## src/rtl/hss_pkg.sv

```systemverilog
package hss_pkg;
   typedef enum logic [1:0] {
      OWN_IDLE = 2'd0,
      OWN_PORT = 2'd1,
      OWN_REF  = 2'd2
   } own_kind_e;
endpackage

```

## src/rtl/hss_slot_timer.sv

```systemverilog
module hss_slot_timer #(
   parameter int SLOT_LEN = 4
) (
   input  logic clk,
   input  logic rst_n,
   output logic slot_start,
   output logic ack_tick,
   output logic slot_sel
);
   localparam int CW = (SLOT_LEN > 1) ? $clog2(SLOT_LEN) : 1;

   logic [CW-1:0] cnt;

   always_ff @(posedge clk) begin
      if (!rst_n) begin
         cnt      <= '0;
         slot_sel <= 1'b0;
      end else if (cnt == CW'(SLOT_LEN - 1)) begin
         cnt      <= '0;
         slot_sel <= ~slot_sel;
      end else begin
         cnt <= cnt + CW'(1);
      end
   end

   assign slot_start = (cnt == '0);
   assign ack_tick   = (cnt == CW'(SLOT_LEN - 2));

   assert_slot_start_once_R2: assert property (@(posedge clk) disable iff (!rst_n)
      slot_start |=> !slot_start);
   assert_slot_toggle_R2: assert property (@(posedge clk) disable iff (!rst_n)
      (slot_sel != $past(slot_sel)) |-> slot_start);
endmodule

```

## src/rtl/hss_rr_pick.sv

```systemverilog
module hss_rr_pick #(
   parameter int NSH = 7,
   parameter int SW  = 3
) (
   input  logic [NSH-1:0] req_sh,
   input  logic [SW-1:0]  last,
   output logic           found,
   output logic [SW-1:0]  pick
);
   always_comb begin
      found = 1'b0;
      pick  = last;
      for (int k = 1; k <= NSH; k++) begin
         int idx;
         idx = (int'(last) + k) % NSH;
         if (!found && req_sh[idx]) begin
            found = 1'b1;
            pick  = SW'(idx);
         end
      end
   end
endmodule

```

## src/rtl/hss_ref_timer.sv

```systemverilog
module hss_ref_timer #(
   parameter int REF_PERIOD   = 64,
   parameter int REF_MAX_WAIT = 48
) (
   input  logic clk,
   input  logic rst_n,
   input  logic restart,
   output logic due,
   output logic force_now
);
   localparam int LIM = REF_PERIOD + REF_MAX_WAIT;
   localparam int EW  = $clog2(LIM + 1);

   logic [EW-1:0] elapsed;

   always_ff @(posedge clk) begin
      if (!rst_n)
         elapsed <= '0;
      else if (restart)
         elapsed <= EW'(1);
      else if (elapsed != EW'(LIM))
         elapsed <= elapsed + EW'(1);
   end

   assign due       = (elapsed >= EW'(REF_PERIOD));
   assign force_now = (elapsed >= EW'(LIM));

   assert_restart_clears_due_R10: assert property (@(posedge clk) disable iff (!rst_n)
      restart |=> !due);
endmodule

```

## src/rtl/hub_slot_sched.sv

```systemverilog
module hub_slot_sched #(
   parameter int NPORT        = 8,
   parameter int SLOT_LEN     = 4,
   parameter int REF_PERIOD   = 64,
   parameter int REF_MAX_WAIT = 48
) (
   input  logic                     clk,
   input  logic                     rst_n,
   input  logic                     mode,
   input  logic                     blank,
   input  logic [NPORT-1:0]         req,
   input  logic                     wide,
   output logic [NPORT-1:0]         gnt,
   output logic [NPORT-1:0]         ack,
   output logic                     mem_go,
   output logic                     mem_ref,
   output logic [$clog2(NPORT)-1:0] mem_port,
   output logic                     mem_half,
   output logic                     hub_slot
);
   import hss_pkg::*;

   localparam int PW  = $clog2(NPORT);
   localparam int NSH = NPORT - 1;
   localparam int SW  = (NSH > 1) ? $clog2(NSH) : 1;

   if (NPORT < 3) begin : g_bad_nport
      $error("NPORT must be at least 3");
   end
   if (SLOT_LEN < 3) begin : g_bad_slot
      $error("SLOT_LEN must be at least 3");
   end
   if (REF_PERIOD < 2) begin : g_bad_ref
      $error("REF_PERIOD must be at least 2");
   end

   logic slot_start, ack_tick, slot_sel;
   logic ref_due, ref_force, ref_restart;
   logic rr_found;
   logic [SW-1:0] rr_pick, rr_last;

   own_kind_e     d_kind;
   logic [PW-1:0] d_id;
   logic          d_half, d_done, d_adv;

   logic          gnt_v, own_v, ack_v, half_q;
   logic [PW-1:0] own_id, ack_id;

   hss_slot_timer #(.SLOT_LEN(SLOT_LEN)) u_slot (
      .clk(clk), .rst_n(rst_n),
      .slot_start(slot_start), .ack_tick(ack_tick), .slot_sel(slot_sel)
   );

   hss_rr_pick #(.NSH(NSH), .SW(SW)) u_rr (
      .req_sh(req[NPORT-1:1]), .last(rr_last),
      .found(rr_found), .pick(rr_pick)
   );

   hss_ref_timer #(.REF_PERIOD(REF_PERIOD), .REF_MAX_WAIT(REF_MAX_WAIT)) u_ref (
      .clk(clk), .rst_n(rst_n), .restart(ref_restart),
      .due(ref_due), .force_now(ref_force)
   );

   wire sh_any = |req[NPORT-1:1];

   // slot policy: first slot favours port 0, shared slot ranks
   // forced refresh, wide tail, rotation, blanking refresh
   always_comb begin
      d_kind = OWN_IDLE;
      d_id   = '0;
      d_half = 1'b0;
      d_done = 1'b0;
      d_adv  = 1'b0;
      if (!slot_sel) begin
         if (half_q) begin
            d_kind = OWN_PORT; d_half = 1'b1; d_done = 1'b1;
         end else if (req[0]) begin
            d_kind = OWN_PORT; d_done = !wide;
         end else if (mode && rr_found) begin
            d_kind = OWN_PORT; d_id = PW'(rr_pick) + PW'(1);
            d_done = 1'b1; d_adv = 1'b1;
         end
      end else begin
         if (ref_force) begin
            d_kind = OWN_REF;
         end else if (half_q && !sh_any) begin
            d_kind = OWN_PORT; d_half = 1'b1; d_done = 1'b1;
         end else if (rr_found) begin
            d_kind = OWN_PORT; d_id = PW'(rr_pick) + PW'(1);
            d_done = 1'b1; d_adv = 1'b1;
         end else if (ref_due && blank) begin
            d_kind = OWN_REF;
         end
      end
   end

   assign ref_restart = slot_start && (d_kind == OWN_REF);

   always_ff @(posedge clk) begin
      if (!rst_n) begin
         gnt_v    <= 1'b0;
         mem_go   <= 1'b0;
         mem_ref  <= 1'b0;
         mem_port <= '0;
         mem_half <= 1'b0;
         own_v    <= 1'b0;
         own_id   <= '0;
         ack_v    <= 1'b0;
         ack_id   <= '0;
         half_q   <= 1'b0;
         rr_last  <= SW'(NSH - 1);
      end else begin
         gnt_v   <= 1'b0;
         mem_go  <= 1'b0;
         mem_ref <= 1'b0;
         ack_v   <= 1'b0;
         if (slot_start) begin
            gnt_v    <= (d_kind == OWN_PORT);
            mem_go   <= (d_kind != OWN_IDLE);
            mem_ref  <= (d_kind == OWN_REF);
            mem_port <= d_id;
            mem_half <= d_half;
            own_v    <= (d_kind == OWN_PORT) && d_done;
            own_id   <= d_id;
            if (d_kind == OWN_PORT && d_id == '0)
               half_q <= !d_done;
            if (d_adv)
               rr_last <= rr_pick;
         end
         if (ack_tick) begin
            ack_v  <= own_v;
            ack_id <= own_id;
            own_v  <= 1'b0;
         end
      end
   end

   for (genvar i = 0; i < NPORT; i++) begin : g_port
      assign gnt[i] = gnt_v && (mem_port == PW'(i));
      assign ack[i] = ack_v && (ack_id == PW'(i));
   end

   assign hub_slot = slot_sel;

   assert_gnt_onehot_R2: assert property (@(posedge clk) disable iff (!rst_n)
      $onehot0(gnt));
   assert_gnt_single_R2: assert property (@(posedge clk) disable iff (!rst_n)
      mem_go |=> !mem_go);
   assert_dedicated_slot0_R3: assert property (@(posedge clk) disable iff (!rst_n)
      (mem_go && !hub_slot && !$past(mode)) |-> gnt[0]);
   assert_priv_first_R4: assert property (@(posedge clk) disable iff (!rst_n)
      (gnt_v && !hub_slot && mem_port != '0) |-> !$past(req[0]));
   assert_ack_pulse_R6: assert property (@(posedge clk) disable iff (!rst_n)
      (|ack) |=> (ack == '0));
   assert_ref_shared_only_R8: assert property (@(posedge clk) disable iff (!rst_n)
      mem_ref |-> (hub_slot && gnt == '0));
endmodule

```

## config.mk

```make
export PLATFORM = sky130hd
export DESIGN_NAME = hub_slot_sched
export DESIGN_NICKNAME = d
export VERILOG_FILES = /design/src/rtl/hss_pkg.sv /design/src/rtl/hss_slot_timer.sv /design/src/rtl/hss_rr_pick.sv /design/src/rtl/hss_ref_timer.sv /design/src/rtl/hub_slot_sched.sv
export SDC_FILE = /design/constraint.sdc
export NUM_CORES = 1
export LEC_CHECK = 0
export ABC_AREA = 1
export ABC_CLOCK_PERIOD_IN_PS = 4400
export BUFFER_PORTS_ARGS = -buffer_cell sky130_fd_sc_hd__buf_2
export CAP_MARGIN = 20
export CORE_ASPECT_RATIO = 1.25
export CORE_MARGIN = 5
export CORE_UTILIZATION = 35
export CTS_CLUSTER_SIZE = 30
export DETAILED_ROUTE_END_ITERATION = 8
export PLACE_DENSITY_LB_ADDON = 0.25
export SLEW_MARGIN = 10
export SYNTH_ARGS = -nofsm -noshare
export SYNTH_HDL_FRONTEND = slang
export SYNTH_HIERARCHICAL = 1
export SYNTH_SLANG_ARGS = --single-unit
export TNS_END_PERCENT = 20
```

## constraint.sdc

```tcl
create_clock -name clk -period 4.4 [get_ports clk]
set_input_delay 0.22 -clock clk [delete_from_list [all_inputs] [get_ports clk]]
set_output_delay 0.22 -clock clk [all_outputs]
set_load 0.01 [all_outputs]
```

**After elaboration in Yosys (flattened, before gate mapping)**

Cells that the tools add are included.

- Bits in latches: 0
- Memories kept: 0
- Input port bits: 13
- ROM bits: 0
- RAM bits: 0
- Register bits after elaboration: 26
- Output and inout bits: 23
- Word-level logic and storage cells: 180

- Shifts and indexed selects: 0
- Mux-type cells: 68
- Add/subtract/negate cells: 10
- Divide/modulo/power cells: 7
- Eq/ne operators: 19
- Magnitude comparators: 9
- $mul: 0
- Bitwise operators: 2
- Reduce and logical (&&, ||, !) cells: 51

Operators with widths:

| kind | count |
|---|---|
| $lt A32 B5 Y1 const B | 7 |
| $mod A32 B4 Y32 const B | 7 |
| $mux W1 | 42 |
| $mux W3 | 14 |
| $logic_and A1 B1 Y1 | 28 |
| $eq A3 B3 Y1 const B | 8 |
| $bmux W1 S3 | 7 |
| $add A3 B3 Y4 const B | 4 |
| $ge A7 B7 Y1 const B | 2 |
| $eq A3 B2 Y1 const B | 4 |
| $mux W2 | 5 |
| $logic_not A1 Y1 | 9 |
| $logic_not A3 Y1 | 3 |
| $add A3 B2 Y4 const B | 2 |
| $reduce_and A2 Y1 | 4 |
| $add A7 B1 Y7 const B | 1 |
| $ne A7 B7 Y1 const B | 1 |
| $reduce_or A7 Y1 | 1 |
| $eq A2 B2 Y1 const B | 3 |
| $eq A3 B1 Y1 const B | 2 |
| $reduce_or A2 Y1 | 3 |
| $add A3 B1 Y4 const B | 1 |
| $reduce_bool A2 Y1 | 2 |
| $add A3 B1 Y3 const B | 1 |
| other kinds (4) | 5 |

**Logic depth before layout (Yosys ltp)**

- Word-level depth: 32
- Gate-level depth with buffers: 34
- Depth with buffers taken out: 33

**By module**

Netlist, hierarchy kept.

Modules (own cells, without submodules):

| module | cells an instance | sequential area each (µm²) | instances | area an instance (µm²) |
|---|---|---|---|---|
| hss_rr_pick | 338 | 0.0 | 1 | 1914.3 |
| hub_slot_sched | 133 | 320.3 | 1 | 870.8 |
| hss_ref_timer | 49 | 140.1 | 1 | 347.8 |
| hss_slot_timer | 17 | 60.1 | 1 | 138.9 |

**Least setup slack after synthesis**

No wires, ideal clock.

- Path kind: reg-to-reg
- From: register rr_last[0]
- To: register half_q
- Slack: 289 ps
- Setup time: 115 ps
- Arrival time: 3996 ps
- Required time: 4285 ps
- Buffers on the path: 0
- Cell stages (with the launch flop): 28
- Period minus slack after synthesis: 4111 ps
- Cells stage by stage: dfxtp_1 > inv_2 > ha_1 > inv_1 > ha_1 > ha_1 > inv_1 > nand2_2 > xor2_2 > ha_1 > nand3_4 > nand2_4 > nand2_1 > o21ai_2 > nand3_1 > nand3_2 > nand2_4 > nand4_4 > inv_1 > nand3_2 > a21oi_1 > a21oi_2 > ha_1 > xor2_1 > o211ai_1 > nand3_1 > nand2_1 > nor2_1

- Cells in the longest elaborated chain, start to end: 32
- Elaborated cells between the ends (all ways): 89
- Classes of those cells: 8 x add/sub; 7 x div; 1 x eq/ne; 56 x mux; 17 x reduce/logical

Ends and longest elaborated chain:

| what | line | source |
|---|---|---|
| start, declared | hub_slot_sched.sv:40 | `logic [SW-1:0] rr_pick, rr_last;` |
| start signal, assigned | hub_slot_sched.sv:111 | `rr_last <= SW'(NSH - 1);` |
| start signal, assigned | hub_slot_sched.sv:128 | `rr_last <= rr_pick;` |
| $add A3 B1 Y4 | hss_rr_pick.sv:15 | `idx = (int'(last) + k) % NSH;` |
| $mod A32 B4 Y32 | hss_rr_pick.sv:15 |  |
| $bmux W1 S3 | hss_rr_pick.sv:16 | `if (!found && req_sh[idx]) begin` |
| $mux W1 (not written as such) (2 in a row) | hss_rr_pick.sv:16 |  |
| $mux W1 | hss_rr_pick.sv:16 |  |
| $logic_not A1 Y1 | hss_rr_pick.sv:16 |  |
| $logic_and A1 B1 Y1 | hss_rr_pick.sv:16 |  |
| $mux W1 | hss_rr_pick.sv:16 |  |
| [15 not listed] | - |  |
| via rr_pick[0] | hub_slot_sched.sv:40 |  |
| $add A3 B1 Y3 (*) | hub_slot_sched.sv:80, hub_slot_sched.sv:89 |  |
| $mux W3, on equally long branches | hub_slot_sched.sv:79, hub_slot_sched.sv:88 |  |
| $mux W3, on equally long branches | hub_slot_sched.sv:77, hub_slot_sched.sv:86 |  |
| $mux W3, on equally long branches | hub_slot_sched.sv:75, hub_slot_sched.sv:84 |  |
| $mux W3 (*) | hub_slot_sched.sv:74 | `if (!slot_sel) begin` |
| $logic_not A3 Y1 (*) | hub_slot_sched.sv:125 | `if (d_kind == OWN_PORT && d_id == '0)` |
| $logic_and A1 B1 Y1 (*) | hub_slot_sched.sv:125 |  |
| $reduce_and A2 Y1 (no line) (*) | - |  |
| end signal, assigned | hub_slot_sched.sv:126 | `half_q <= !d_done;` |
| end, declared | hub_slot_sched.sv:46 | `logic gnt_v, own_v, ack_v, half_q;` |

Mark *: on every way through the listed nets, which the timed path passes. The rest lies on a longest branch. The select of a mux whose other input is x is not followed.
A chain may end at the register's enable or synchronous reset.

**Worst setup path in the final report**

- From: register rr_last[1]
- To: register half_q

Same word-level chain as after synthesis.

==> results.sh <==
export IMPL_setup_viol=0
export IMPL_fin_worst_skew_ns=0.00219
export IMPL_synth_edf_count=0
export IMPL_cts_max_path_buffers=2
export IMPL_drt_met1_wl_um=3750
export IMPL_cts_tree="yes"
export IMPL_dieArea_mm2=0.0114
export IMPL_top_layer="met4"
export IMPL_drc=0
export IMPL_wl_met3_um=405
export IMPL_dp_hpwl_um=7180
export IMPL_final_min_clock_period_ns=4.07
export IMPL_dp_cells=699
export IMPL_totalWireLength_um=8710
export IMPL_io_buffers=35
export IMPL_htreeDepth=1
export IMPL_fin_ws_ns=0.330
export IMPL_worst_r2r_cell_count=32
export IMPL_cts_sinks=26
export IMPL_clk_latency_ns=0.26
export IMPL_ys_ff_latch=26
export IMPL_fp_dieH_um=118
export IMPL_avgSynthCellArea_um2=6.09
export IMPL_fin_nets=624
export IMPL_crit_type="reg2reg"
export IMPL_endpoint="half_q$_SDFFE_PN0P_"
export IMPL_core_mm2=0.00913
export IMPL_critPathArrivalTime_ns=4.22
export IMPL_viasPerCell=4.77
export IMPL_max_freq_mhz=246
export IMPL_drive_above_1_share_pct=24.4
export IMPL_powerDensity_mw_per_mm2=716
export IMPL_finalCritPeriodShare_pct=92.5
export IMPL_rr_startpoint="rr_last[1]$_SDFFE_PN1P_"
export IMPL_grt_max_degree=22
export IMPL_synth_cells=537
export IMPL_max_stage_delay_ns=0.33
export IMPL_crit_path_max_fanout=9
export IMPL_tightest_slew_ns=0.476
export IMPL_diodes=0
export IMPL_leakagePower_nw=1.92
export IMPL_wl_per_cell_um=12.3
export IMPL_cap_violations=0
export IMPL_crit_path_start="rr_last[1]$_SDFFE_PN1P_"
export IMPL_slew_headroom_pct=67.9
export IMPL_grt_pass1_vias=3192
export IMPL_synth_seq_area_share_pct=15.9
export IMPL_slowest_stage="dfxtp_2"
export IMPL_ys_warn_count=6
export IMPL_grt_usage_pct=15.3
export IMPL_end_kind="flip-flop"
export IMPL_grt_ovfl_total=0
export IMPL_synthArstFlopShare_pct=0
export IMPL_synthFlopType="dfxtp_1"
export IMPL_syn_to_final_growth_pct=17.8
export IMPL_instances_no_fill=706
export IMPL_vias=3368
export IMPL_ios=36
export IMPL_crit_path_start_kind="flip-flop"
export IMPL_ir_drop_mv=0.274
export IMPL_cts_buffers=3
export IMPL_r2r_end="half_q$_SDFFE_PN0P_"
export IMPL_drtIter0Drc=148
export IMPL_syn_area_mm2=0.00327
export IMPL_timing_final_hold_violations=0
export IMPL_stdcell_area_mm2=0.00385
export IMPL_syn_nets=577
export IMPL_first_pass_iters=4
export IMPL_ant_nets=0
export IMPL_yosys_cell_types_count=45
export IMPL_grt_pass1_wl_um=14300
export IMPL_finalPower_mw=2.76
export IMPL_grt_antenna_before_repair=0
export IMPL_die_x_um=96.5
export IMPL_hold_start="rst_n"
export IMPL_placed_cell_area_mm2=0.00364
export IMPL_place_congestion=0.933
export IMPL_min_path_type="in2reg"
export IMPL_slew_violations=0
export IMPL_crit_required_ns=4.56
export IMPL_initial_core_util_pct=35.9
export IMPL_cts_root_buf="clkbuf_16"
export IMPL_crit_top_cell="nand2_1"
export IMPL_status="completed"
export IMPL_rrSetupSlack_ns=0.33
export IMPL_rows=39
export IMPL_post_place_ws_ns=0.204
export IMPL_wl_met2_um=4370
export IMPL_clkTransAtPathRegs_ns=0.06
export IMPL_timing_hold_ws_ns=0.301
-- cells in the mapped netlist, drive strengths merged, types with 4 or more instances --
master / n / area [um2]
dfxtp: 26 / 521
nand4: 8 / 71.3
or2: 5 / 31.3
ha: 27 / 338
nor3: 5 / 30.0
o21ai: 32 / 183
o22ai: 4 / 25.0
xor2: 8 / 85.1
inv: 93 / 349
o211ai: 13 / 97.6
nand3: 63 / 380
nand2: 163 / 692
buf: 4 / 25.0
a21oi: 18 / 97.6
nor2: 56 / 254
-- critical path, delay by kind of cell (launching register included) --
| kind | cells | cell delay, ns |
|---|---|---|
| buf+inv | 5 | 0.36 |
| simple gates | 21 | 1.95 |
| compound gates | 1 | 0.25 |
| flops | 1 | 0.33 |
| fa+ha+maj | 3 | 0.69 |
| xor+xnor | 2 | 0.34 |
-- cells by family after synthesis --
kind of cell             synth area share, %
XOR/XNOR                                2.87
buffers and inverters                   11.7
AO/OA/AOI/OAI                           14.2
AND/OR/NAND/NOR                         45.0
flip-flops                              15.9
adder cells (fa/ha/maj)                 10.3
-- cell type report --
class,instances,area (um2)
clock buffer,3,75.1
clock inverter,1,30.0
fill,1011,5270
inverter,94,353
multi-input combinational,412,2450
sequential,26,527
tap,123,154
timing repair buffer,47,265
-- worst min-delay path by stage --
| stage | endpoint | slack (ns) | cells after the start |
|---|---|---|---|
| 2_1_floorplan | u_ref/elapsed[0]$_SDFFE_PN0P_ | 0.33 | 2 |
| 3_3_place_gp | u_slot/cnt[0]$_SDFF_PP0_ | 0.43 | 1 |
| 3_5_place_dp | u_slot/cnt[0]$_SDFF_PP0_ | 0.45 | 1 |
| 4_1_cts | rr_last[2]$_SDFFE_PN1P_ | 0.30 | 2 |
| 5_1_grt | rr_last[2]$_SDFFE_PN1P_ | 0.33 | 2 |
| 6_report | rr_last[2]$_SDFFE_PN1P_ | 0.30 | 2 |
-- power breakdown --
part	total, mW	switching [mW]	internal, mW
combinational	2.19	1.40	0.789
clock	0.261	0.0799	0.181
sequential	0.306	0.0350	0.271
-- per-layer routing --
layer,vias up,global-route usage [%]
met5,-,0
li1,1803,-
met3,17,1.66
met1,1466,19.0
met2,82,27.1
met4,0,4.82
-- cells in the final DEF, fill, tap and decap left out, types with 5 or more instances in the layout --
master    synthesis  final
o211ai_1         13     13
nor2_2            5      5
nand3_1          53     49
nand3_2           8     12
nand4_1           6      6
inv_1            80     78
a21oi_1          16     15
nand2_1         139    135
o21ai_0          18     17
o21ai_1          10     10
buf_2             2     35
nand2_2          20     24
nor2_1           48     48
buf_4             2     12
dfxtp_1          26     23
inv_2            13     16
ha_1             27     24
-- state kept, by name (all words and copies together), names as in the netlist --
name / count
half_q: 1
mem_ref: 1
mem_go: 1
own_v: 1
ack_id: 3
u_slot/slot_sel: 1
mem_half: 1
u_ref/elapsed: 7
gnt_v: 1
rr_last: 3
u_slot/cnt: 2
ack_v: 1
own_id: 3
-- stage by stage --
step                      util, %  setup TNS (ns)
after detailed placement     39.9               0
after floorplan                 -               0
after global routing         42.2         -0.0402
after CTS                    41.0               0
final                        42.2               0
after global placement       39.9               0
-- repair_timing --
action                     CTS  global route
resized for setup            0            25
buffers inserted             0             3
hold buffers                 0             0
setup endpoints to repair    0             7
(Power assumes the default switching activity.)
